--- src/rtl/addr_xlate_pkg.sv ---
package addr_xlate_pkg;
  typedef enum logic [1:0] {
    WK_IDLE = 2'd0,
    WK_REQ  = 2'd1,
    WK_WAIT = 2'd2
  } walk_state_e;
endpackage

--- src/rtl/xlate_cache.sv ---
module xlate_cache #(
  parameter int ENTRIES = 8,
  parameter int VPN_W   = 20,
  parameter int PPN_W   = 20
) (
  input  logic             clk,
  input  logic             rst_n,
  input  logic             flush,
  input  logic [VPN_W-1:0] lk_vpn,
  output logic             lk_hit,
  output logic [PPN_W-1:0] lk_ppn,
  input  logic             fill_en,
  input  logic [VPN_W-1:0] fill_vpn,
  input  logic [PPN_W-1:0] fill_ppn
);
  localparam int IDX_W = (ENTRIES > 1) ? $clog2(ENTRIES) : 1;
  localparam logic [IDX_W-1:0] LAST = IDX_W'(ENTRIES - 1);

  logic [ENTRIES-1:0] vld_q, vld_d, match;
  logic [VPN_W-1:0]   tag_q [ENTRIES];
  logic [PPN_W-1:0]   ppn_q [ENTRIES];
  logic [IDX_W-1:0]   ptr_q, ptr_d;

  // Compare and per-slot storage
  for (genvar i = 0; i < ENTRIES; i++) begin : g_slot
    assign match[i] = vld_q[i] && (tag_q[i] == lk_vpn);

    always_ff @(posedge clk) begin
      if (fill_en && !flush && (ptr_q == IDX_W'(i))) begin
        tag_q[i] <= fill_vpn;
        ppn_q[i] <= fill_ppn;
      end
    end
  end

  always_comb begin
    lk_ppn = '0;
    for (int i = 0; i < ENTRIES; i++)
      if (match[i]) lk_ppn = lk_ppn | ppn_q[i];
  end
  assign lk_hit = |match;

  // Next state: flush wins over a refill in the same cycle
  always_comb begin
    vld_d = vld_q;
    ptr_d = ptr_q;
    if (flush) begin
      vld_d = '0;
      ptr_d = '0;
    end else if (fill_en) begin
      vld_d[ptr_q] = 1'b1;
      ptr_d = (ptr_q == LAST) ? '0 : ptr_q + 1'b1;
    end
  end

  always_ff @(posedge clk or negedge rst_n) begin
    if (!rst_n) begin
      vld_q <= '0;
      ptr_q <= '0;
    end else begin
      vld_q <= vld_d;
      ptr_q <= ptr_d;
    end
  end

  p_single_match_r10: assert property (@(posedge clk) disable iff (!rst_n)
    $onehot0(match));
  p_flush_empties_r8: assert property (@(posedge clk) disable iff (!rst_n)
    flush |=> !lk_hit);
endmodule

--- src/rtl/table_walker.sv ---
module table_walker
  import addr_xlate_pkg::*;
#(
  parameter int ADDR_W = 32,
  parameter int OFF_W  = 12
) (
  input  logic                    clk,
  input  logic                    rst_n,
  input  logic                    req_valid,
  output logic                    req_ready,
  input  logic [ADDR_W-1:0]       req_vaddr,
  input  logic                    req_write,
  input  logic [ADDR_W-1:0]       req_wdata,
  input  logic                    tlb_hit,
  input  logic [ADDR_W-OFF_W-1:0] tlb_ppn,
  output logic                    fill_en,
  output logic [ADDR_W-OFF_W-1:0] fill_vpn,
  output logic [ADDR_W-OFF_W-1:0] fill_ppn,
  input  logic [ADDR_W-1:0]       base,
  output logic                    mem_req_valid,
  input  logic                    mem_req_ready,
  output logic [ADDR_W-1:0]       mem_req_addr,
  input  logic                    mem_rsp_valid,
  input  logic [ADDR_W-1:0]       mem_rsp_data,
  output logic                    rsp_valid,
  output logic [ADDR_W-1:0]       rsp_paddr,
  output logic                    rsp_write,
  output logic [ADDR_W-1:0]       rsp_wdata,
  output logic                    fault,
  output logic [ADDR_W-1:0]       fault_vaddr
);
  localparam int VPN_W = ADDR_W - OFF_W;
  localparam int PAD_W = OFF_W - 2;

  walk_state_e       st_q, st_d;
  logic [ADDR_W-1:0] va_q, va_d, wd_q, wd_d;
  logic              wr_q, wr_d, cur_en;
  logic              rv_q, rv_d, flt_q, flt_d;
  logic [ADDR_W-1:0] pa_q, pa_d, wdo_q, wdo_d, fva_q, fva_d;
  logic              wro_q, wro_d, out_en, fva_en;
  logic              accept, pte_ok;

  assign accept = req_valid && (st_q == WK_IDLE);
  assign pte_ok = mem_rsp_data[0];

  always_comb begin
    st_d   = st_q;
    cur_en = 1'b0;
    va_d   = req_vaddr;
    wr_d   = req_write;
    wd_d   = req_wdata;
    rv_d   = 1'b0;
    flt_d  = 1'b0;
    out_en = 1'b0;
    pa_d   = {tlb_ppn, req_vaddr[OFF_W-1:0]};
    wro_d  = req_write;
    wdo_d  = req_wdata;
    fva_en = 1'b0;
    fva_d  = va_q;
    fill_en = 1'b0;
    unique case (st_q)
      WK_IDLE: if (accept) begin
        cur_en = 1'b1;
        if (tlb_hit) begin
          rv_d   = 1'b1;
          out_en = 1'b1;
        end else begin
          st_d = WK_REQ;
        end
      end
      WK_REQ: if (mem_req_ready) st_d = WK_WAIT;
      WK_WAIT: if (mem_rsp_valid) begin
        st_d = WK_IDLE;
        if (pte_ok) begin
          rv_d    = 1'b1;
          out_en  = 1'b1;
          fill_en = 1'b1;
          pa_d    = {mem_rsp_data[ADDR_W-1:OFF_W], va_q[OFF_W-1:0]};
          wro_d   = wr_q;
          wdo_d   = wd_q;
        end else begin
          flt_d  = 1'b1;
          fva_en = 1'b1;
        end
      end
      default: st_d = WK_IDLE;
    endcase
  end

  always_ff @(posedge clk or negedge rst_n) begin
    if (!rst_n) begin
      st_q  <= WK_IDLE;
      rv_q  <= 1'b0;
      flt_q <= 1'b0;
      fva_q <= '0;
    end else begin
      st_q  <= st_d;
      rv_q  <= rv_d;
      flt_q <= flt_d;
      if (fva_en) fva_q <= fva_d;
    end
  end

  always_ff @(posedge clk) begin
    if (cur_en) begin
      va_q <= va_d;
      wr_q <= wr_d;
      wd_q <= wd_d;
    end
    if (out_en) begin
      pa_q  <= pa_d;
      wro_q <= wro_d;
      wdo_q <= wdo_d;
    end
  end

  assign req_ready     = (st_q == WK_IDLE);
  assign mem_req_valid = (st_q == WK_REQ);
  assign mem_req_addr  = base + {{PAD_W{1'b0}}, va_q[ADDR_W-1:OFF_W], 2'b00};
  assign fill_vpn      = va_q[ADDR_W-1:OFF_W];
  assign fill_ppn      = mem_rsp_data[ADDR_W-1:ADDR_W-VPN_W];
  assign rsp_valid     = rv_q;
  assign rsp_paddr     = pa_q;
  assign rsp_write     = wro_q;
  assign rsp_wdata     = wdo_q;
  assign fault         = flt_q;
  assign fault_vaddr   = fva_q;

  p_hit_answer_r2: assert property (@(posedge clk) disable iff (!rst_n)
    (accept && tlb_hit) |=> (rsp_valid && !mem_req_valid));
  p_req_steady_r3: assert property (@(posedge clk) disable iff (!rst_n)
    (mem_req_valid && !mem_req_ready) |=> (mem_req_valid && $stable(mem_req_addr)));
  p_miss_stall_r4: assert property (@(posedge clk) disable iff (!rst_n)
    (accept && !tlb_hit) |=> !req_ready);
  p_fault_excl_r6: assert property (@(posedge clk) disable iff (!rst_n)
    !(fault && rsp_valid));
  p_fault_pulse_r6: assert property (@(posedge clk) disable iff (!rst_n)
    fault |=> !fault);
endmodule

--- src/rtl/addr_xlate.sv ---
module addr_xlate #(
  parameter int ADDR_W  = 32,
  parameter int OFF_W   = 12,
  parameter int ENTRIES = 8
) (
  input  logic              clk,
  input  logic              rst_n,
  input  logic              req_valid,
  output logic              req_ready,
  input  logic [ADDR_W-1:0] req_vaddr,
  input  logic              req_write,
  input  logic [ADDR_W-1:0] req_wdata,
  output logic              rsp_valid,
  output logic [ADDR_W-1:0] rsp_paddr,
  output logic              rsp_write,
  output logic [ADDR_W-1:0] rsp_wdata,
  output logic              fault,
  output logic [ADDR_W-1:0] fault_vaddr,
  input  logic              base_we,
  input  logic [ADDR_W-1:0] base_wdata,
  output logic [ADDR_W-1:0] base_rdata,
  input  logic              flush,
  output logic              mem_req_valid,
  input  logic              mem_req_ready,
  output logic [ADDR_W-1:0] mem_req_addr,
  input  logic              mem_rsp_valid,
  input  logic [ADDR_W-1:0] mem_rsp_data
);
  localparam int VPN_W = ADDR_W - OFF_W;

  logic [ADDR_W-1:0] base_q, base_d;
  logic              hit, fill_en, cache_clr;
  logic [VPN_W-1:0]  hit_ppn, fill_vpn, fill_ppn;

  assign base_d    = {base_wdata[ADDR_W-1:OFF_W], {OFF_W{1'b0}}};
  assign cache_clr = flush || base_we;

  always_ff @(posedge clk or negedge rst_n) begin
    if (!rst_n)       base_q <= '0;
    else if (base_we) base_q <= base_d;
  end
  assign base_rdata = base_q;

  xlate_cache #(.ENTRIES(ENTRIES), .VPN_W(VPN_W), .PPN_W(VPN_W)) u_cache (
    .clk(clk), .rst_n(rst_n), .flush(cache_clr),
    .lk_vpn(req_vaddr[ADDR_W-1:OFF_W]), .lk_hit(hit), .lk_ppn(hit_ppn),
    .fill_en(fill_en), .fill_vpn(fill_vpn), .fill_ppn(fill_ppn)
  );

  table_walker #(.ADDR_W(ADDR_W), .OFF_W(OFF_W)) u_walk (
    .clk(clk), .rst_n(rst_n),
    .req_valid(req_valid), .req_ready(req_ready), .req_vaddr(req_vaddr),
    .req_write(req_write), .req_wdata(req_wdata),
    .tlb_hit(hit), .tlb_ppn(hit_ppn),
    .fill_en(fill_en), .fill_vpn(fill_vpn), .fill_ppn(fill_ppn),
    .base(base_q),
    .mem_req_valid(mem_req_valid), .mem_req_ready(mem_req_ready),
    .mem_req_addr(mem_req_addr), .mem_rsp_valid(mem_rsp_valid),
    .mem_rsp_data(mem_rsp_data),
    .rsp_valid(rsp_valid), .rsp_paddr(rsp_paddr), .rsp_write(rsp_write),
    .rsp_wdata(rsp_wdata), .fault(fault), .fault_vaddr(fault_vaddr)
  );

  p_base_aligned_r9: assert property (@(posedge clk) disable iff (!rst_n)
    base_q[OFF_W-1:0] == '0);
endmodule

--- config.mk ---
export PLATFORM = sky130hd
export DESIGN_NAME = addr_xlate
export DESIGN_NICKNAME = d
export VERILOG_FILES = /design/src/rtl/addr_xlate_pkg.sv /design/src/rtl/xlate_cache.sv /design/src/rtl/table_walker.sv /design/src/rtl/addr_xlate.sv
export SDC_FILE = /design/constraint.sdc
export NUM_CORES = 1
export LEC_CHECK = 0
export CORE_MARGIN = 2
export CORE_UTILIZATION = 55
export CTS_CLUSTER_DIAMETER = 80
export DETAILED_ROUTE_END_ITERATION = 10
export MAX_ROUTING_LAYER = met4
export PLACE_DENSITY = 0.8
export SLEW_MARGIN = 20
export SYNTH_ARGS = -nofsm -noshare
export SYNTH_HDL_FRONTEND = slang
export SYNTH_SLANG_ARGS = --single-unit
--- constraint.sdc ---
create_clock -name clk -period 8.69 [get_ports clk]
set_clock_uncertainty 0.1 [all_clocks]
set_input_delay 1.738 -clock clk [delete_from_list [all_inputs] [get_ports clk]]
set_output_delay 1.738 -clock clk [all_outputs]
set_load 0.01 [all_outputs]
* Word-level counts from Yosys, hierarchy flattened
Memory sizes are Yosys's and may differ from the RTL's.
Index checks and enable logic that the tools add are counted.
** Word-level totals
- Register bits :: 197
- RAM bits :: 320
- Input bits :: 136
- Output and inout bits :: 165
- Logic and storage cells :: 186
- Memories kept :: 2
** Memory list
- u_cache.ppn_q :: words 8, bits a word 20, rd ports 8, clocked after memory_dff 0, write ports 1, line xlate_cache.sv:21 : logic [PPN_W-1:0] ppn_q [ENTRIES];
- u_cache.tag_q :: words 8, bits a word 20, rd ports 8, clocked after memory_dff 0, write ports 1, line xlate_cache.sv:20 : logic [VPN_W-1:0] tag_q [ENTRIES];
** Operators by class
- Add/sub/neg operators :: 2
- Magnitude comparators :: 2
- Equality and inequality tests :: 21
- Multiplexer cells :: 98
- Bitwise logic cells :: 8
- Reduce and logical (&&, ||, !) cells :: 40
** Operators with widths (count)
- two-way mux 20 bit :: 22
- OR reduction 20 bit :: 14
- two-way mux 32 bit :: 6
- equality test 20 bit :: 8
- bitwise OR 20 bit :: 7
- two-way mux 3 bit :: 17
- two-way mux 1 bit :: 44
- adder 32 x 22 -> 32 bit :: 1
- logical AND 1 bit :: 19
- two-way mux 8 bit :: 2
- equality test 3 bit, second input constant :: 4
- two-way mux 2 bit :: 4
- bitwise OR 8 bit :: 1
- OR reduction 8 bit :: 1
- equality test 3 x 2 -> 1 bit, second input constant :: 2
- one-hot mux 2 bit (3 select lines) :: 1
- less-than comparator 3 x 4 -> 1 bit, second input constant :: 1
- != test 2 x 1 -> 1 bit, second input constant :: 2
- != test 2 bit, second input constant :: 2
- AND reduction 4 bit :: 1
- adder 3 x 1 -> 3 bit, second input constant :: 1
- demux 1 bit (select 3 bit) :: 1
- equality test 3 x 1 -> 1 bit, second input constant :: 1
- >= comparator 3 x 1 -> 1 bit, second input constant :: 1
- other kinds (8) :: 8

* Longest topological paths before layout
An unclocked memory read counts as a cell.
- Word-level depth :: 21
- Depth in mapped cells :: 9

* By module
A second synthesis with hierarchy kept.
** Second synthesis, totals
- Cells, all modules :: 1658
- Area total of the unflattened synthesis :: 22925.7 um^2
** By module, submodules not included
- xlate_cache :: times used 1, cells an instance 935, area each 14254.9 um^2, seq. area each 9884.5 um^2
- table_walker :: times used 1, cells an instance 667, area each 7751.2 um^2, seq. area each 4804.6 um^2
- addr_xlate :: times used 1, cells an instance 56, area each 919.6 um^2, seq. area each 500.5 um^2

* Least setup slack after synthesis
Ideal clock, no wire load.
- Path kind :: input-to-reg
- From :: input req_vaddr[20]
- To :: register u_walk.rv_q, in the netlist u_walk.rsp_valid
- Library setup time :: 0.607 ns
- Data arrival time :: 7.547 ns
- Required time :: 7.983 ns
- Setup slack :: 0.436 ns
- Stages on the path :: 7
- Buffers on the path :: 1
- Path through :: buf_2 xor2_1 nor4_4 nand3_1 o22ai_1 nor4_1 o21ai_0
** Between the ends
- Longest elaborated chain between the ends :: 6
- Elaborated cells on any way between the ends :: 20
** RTL lines
- start, declared :: line addr_xlate.sv:10 : input logic [ADDR_W-1:0] req_vaddr,
- equality test 20 bit :: line xlate_cache.sv:26 : assign match[i] = vld_q[i] && (tag_q[i] == lk_vpn);
- logical AND 1 bit :: line xlate_cache.sv:26
- OR reduction 8 bit * :: line xlate_cache.sv:41 : assign lk_hit = |match;
- two-way mux 1 bit * (2 in series)
- one-hot mux 1 bit (2 select lines) *
- named net u_walk.out_en :: line table_walker.sv:40 : logic wro_q, wro_d, out_en, fva_en;
- end signal, assigned :: line table_walker.sv:98 : rv_q <= rv_d;
- end, declared :: line table_walker.sv:38 : logic rv_q, rv_d, flt_q, flt_d;
The timed path passes the listed nets; every way through them passes the cells marked *.
A chain may end at the register's enable or synchronous reset.

* Final worst setup path
- From :: input req_vaddr[14]
- To :: register u_walk.pa_q[11], in the netlist u_walk.rsp_paddr[11], enable pin
** Between the ends
- Longest elaborated chain between the ends :: 6
- Elaborated cells on any way between the ends :: 20
** RTL lines
- equality test 20 bit :: line xlate_cache.sv:26
- logical AND 1 bit :: line xlate_cache.sv:26
- OR reduction 8 bit * :: line xlate_cache.sv:41
- two-way mux 1 bit * :: line table_walker.sv:64 : if (tlb_hit) begin
- two-way mux 1 bit * :: line table_walker.sv:62 : WK_IDLE: if (accept) begin
- one-hot mux 1 bit (2 select lines) * :: line table_walker.sv:61 : unique case (st_q)
- named net u_walk.out_en :: line table_walker.sv:40
- end signal, assigned :: line table_walker.sv:111 : pa_q <= pa_d;
- end, declared :: line table_walker.sv:39 : logic [ADDR_W-1:0] pa_q, pa_d, wdo_q, wdo_d, fva_q, fva_d;
Marks and branches as above.

==> qor.csv <==
stage,metric,value,unit
status,status,"finished, final reports clean",
drt,via count,13260,
layout,# fillers,2518,
cts,CTS tree,yes,
cts,CTS Sinks,517,
power,PwrDens,238,nW/um2
power,P_leak,8.76,nW
floorplan,core box area,37800,um2
layout,"Design Area, Final",25800,um2
global_route,gr usage total,26.6,%
layout,layout cells sized above 1,9.80,%
global_route,vias in the first global route,13272,
sta,final setup fails,0,
worst_setup_path,Worst setup EP type,flip-flop,
worst_setup_path,Levels on crit path,8,
sta,Worst Max-Slew Pin Slew,1160,ps
sta,Max Clock Freq,171,MHz
drt,drt drc,0,
global_route,Congestion Overflow GR,0,
logic_synthesis,syn_area_per_cell,14.7,um2
cts,Worst-path clk slew,60,ps
floorplan,die height,200,um
sta,slew margin rel.,22.2,%
drt,routed length per instance,23.4,um
floorplan,Starting Density,56.1,%
run,total of max-cap violations,0,
floorplan,Die W,200,um
logic_synthesis,Synth cell types,61,
layout,"leading cell type in the layout, fill and taps excluded",edfxtp_1,
logic_synthesis,Synth Instances,1444,
global_route,first-pass GRT wire length,79000,um
logic_synthesis,Synth Area in Compound Gates,4.70,%
cts,post-CTS setup buffers,0,
drt,1st-pass router iterations,7,
hold_path,Hold Path Class,reg -> reg,
logic_synthesis,post-synthesis xor/xnor area fraction,7.09,%
floorplan,FP Rows,71,
cts,CTS max path bufs,3,
sta,post-route setup TNS,0,ps
drt,vias per cell,5.92,
worst_setup_path,CP Max Fanout,30,
logic_synthesis,synthesized area,21200,um2
logic_synthesis,number of synthesized flops with an enable pin,450,
layout,Nets,1837,
drt,DRT iter0 DRCs,1329,
cts,clk_lat worst skew,580,ps
sta,final count of hold timing violations,0,
worst_setup_path,CP most frequent cell,nor4_1,
placed_design,DP Area,24200,um2
logic_synthesis,mux share of post-synthesis cell area,2.72,%
placed_design,RePlAce Congestion,0.806,
sta,share of the clock period used by the worst path,67.2,%
logic_synthesis,Post-Synth Simple-Gate Area,10.0,%
cts,Resized cells post-CTS,0,
floorplan,Die ar.,40200,um2
floorplan,I/O pin total,301,
sta,minimum clock period,5840,ps
logic_synthesis,post-synthesis sequential area ratio,71.5,%
worst_setup_path,WP buf/inv,2,
global_route,initial antenna violation count,3,
worst_setup_path,WS Path Type,in -> reg,
sta,"Slew Viols, Final",0,
cts,CTS Hold Bufs,0,
worst_setup_path,r2r setup slk,4550,ps
cts,CTS Buf Count,51,
global_route,largest net degree at the start of global routing,71,
layout,multi-input logic area,5570,um2
logic_synthesis,Post-Synth Adder-Cell Area,1.04,%
worst_setup_path,Critical Path AT,5980,ps
layout,most frequent cells in the layout,"450 x edfxtp_1, 262 x clkdlybuf4s50_1, 155 x nand2_1",
placed_design,PortBufs,263,
logic_synthesis,Post-synth ARST share,13.0,%
worst_setup_path,worst reg2reg path depth,7,
worst_setup_path,"Largest stage delay, worst path",960,ps
logic_synthesis,warnings from Yosys,0,
drt,Total Wirelength,52400,um
sta,unrepaired setup endpoints after global routing,false,
hold_path,Min-Delay Path Depth,1,
layout,area grow syn2layout,21.6,%
worst_setup_path,crit path cell chain,"clkdlybuf4s50_1, xor2_1, nor4_1, nand4_1, o22ai_1, nor4_1, o21ai_4, buf_4",
cts,root buf cell,clkbuf_16,
cts,CTS HTree Levels,2,
logic_synthesis,largest family of logic cells by synthesized area,simple AND/OR/NAND/NOR gates,
worst_setup_path,Worst Path Required,8830,ps
logic_synthesis,synthesis-stage register bit count,517,
power,Peak VDD IR,0.000196,V
placed_design,detailed placer's ending HPWL,32700,um
worst_setup_path,"delay-heaviest family, CP",simple AND/OR/NAND/NOR gates,
logic_synthesis,dominant synthesized flop cell,edfxtp_1,
drt,remaining antenna violation count,0,
worst_setup_path,Startpoint Class,input pin,
layout,FF+latch area,15200,um2
worst_setup_path,Crit-path slowest cell,nand4_1,
## cell families after synthesis
logic type / count (synthesis)
DFF: 517
buffers and inverters: 122
xor gates and xnor gates: 172
AOI/OAI and AO/OA: 147
muxes: 51
adders and majority gates: 17
other: 1
and+or+nand+nor: 417
## worst paths after layout
kind | end | startpoint
worst max-delay path | u_walk.rsp_paddr[11]$_DFFE_PP_ | req_vaddr[14]
worst min-delay path | u_walk.fault_vaddr[15]$_DFFE_PN0P_ | u_walk.fault_vaddr[15]$_DFFE_PN0P_
worst max register to register | u_walk.rsp_paddr[11]$_DFFE_PP_ | u_cache.tag_q[0][20]$_DFFE_PP_
worst min register to register | u_walk.fault_vaddr[15]$_DFFE_PN0P_ | u_walk.fault_vaddr[15]$_DFFE_PN0P_
max in group asynchronous | u_cache.vld_q[4]$_DFFE_PN0P_ | rst_n
min in group asynchronous | u_walk.fault_vaddr[29]$_DFFE_PN0P_ | rst_n
## state kept, by name, summed over array words and instances, names as in the netlist, 2 cells and up
name                cells
u_walk.wd_q            32
u_walk.fva_d           32
u_walk.rsp_wdata       32
u_cache.vld_q           8
u_cache.ppn_q         160
u_cache.tag_q         160
base_rdata             20
u_walk.st_q             2
u_walk.fault_vaddr     32
u_cache.ptr_q           3
u_walk.rsp_paddr       32
## cell type report
class,count,area share (%)
clock buffers,74,5.56
inverters,17,0.247
well taps,511,2.48
multi-input cells,818,21.6
repair buffers,279,10.7
clock inverters,20,0.606
flip-flops and latches,517,58.8
diodes,3,0.0291
## power by group
| group | internal (mW) | leakage, nW | switching [mW] |
|---|---|---|---|
| Sequential | 2.95 | 4.92 | 0.148 |
| Clock | 1.21 | 0.778 | 0.892 |
| Combinational | 0.470 | 3.07 | 0.476 |
## cell usage after synthesis, types with 3 or more instances
cell type	number	share of area, %
edfxtp_1	450	64
nand2_1	155	2.7
xor2_1	124	5.1
nand4_1	92	2.7
dfrtp_1	67	7.9
mux2_2	49	2.6
xnor2_1	48	2.0
clkbuf_1	45	0.80
nor2_1	45	0.80
o22ai_1	43	1.3
a22oi_1	40	1.4
nor3_1	37	0.87
buf_4	29	1.0
a31oi_1	26	0.77
nor4_1	26	0.77
buf_2	25	0.59
nand3_1	17	0.40
ha_1	16	0.94
inv_1	16	0.28
and3_1	11	0.32
o21ai_0	11	0.26
a21oi_1	7	0.16
nor3b_1	5	0.18
a2111oi_0	4	0.16
buf_1	4	0.071
nand4b_1	4	0.16
nand2b_1	3	0.088
nor2b_1	3	0.088
o311ai_0	3	0.12
## layer usage
layer,wire (um),track usage [%]
met1,20500,33.7
met2,26100,42.6
met3,4020,4.98
met4,1790,11.1
met5,0,-
## through the flow
| step | setup slack (ps) | util (%) | hold slack (ps) | std cells | power [mW] |
|---|---|---|---|---|---|
| 6_report | 2850 | 68.2 | 407 | 2239 | 6.14 |
| 2_1_floorplan | 436 | - | 355 | 1457 | 3.55 |
| 3_3_place_gp | 2350 | 63.9 | 388 | 2141 | 4.06 |
| 5_1_grt | 2680 | 68.2 | 424 | 2239 | 6.36 |
| 4_1_cts | 2900 | 68.1 | 406 | 2235 | 6.18 |
| 3_5_place_dp | 2330 | 63.9 | 392 | 2141 | 4.09 |
(Power assumes the default switching activity.)
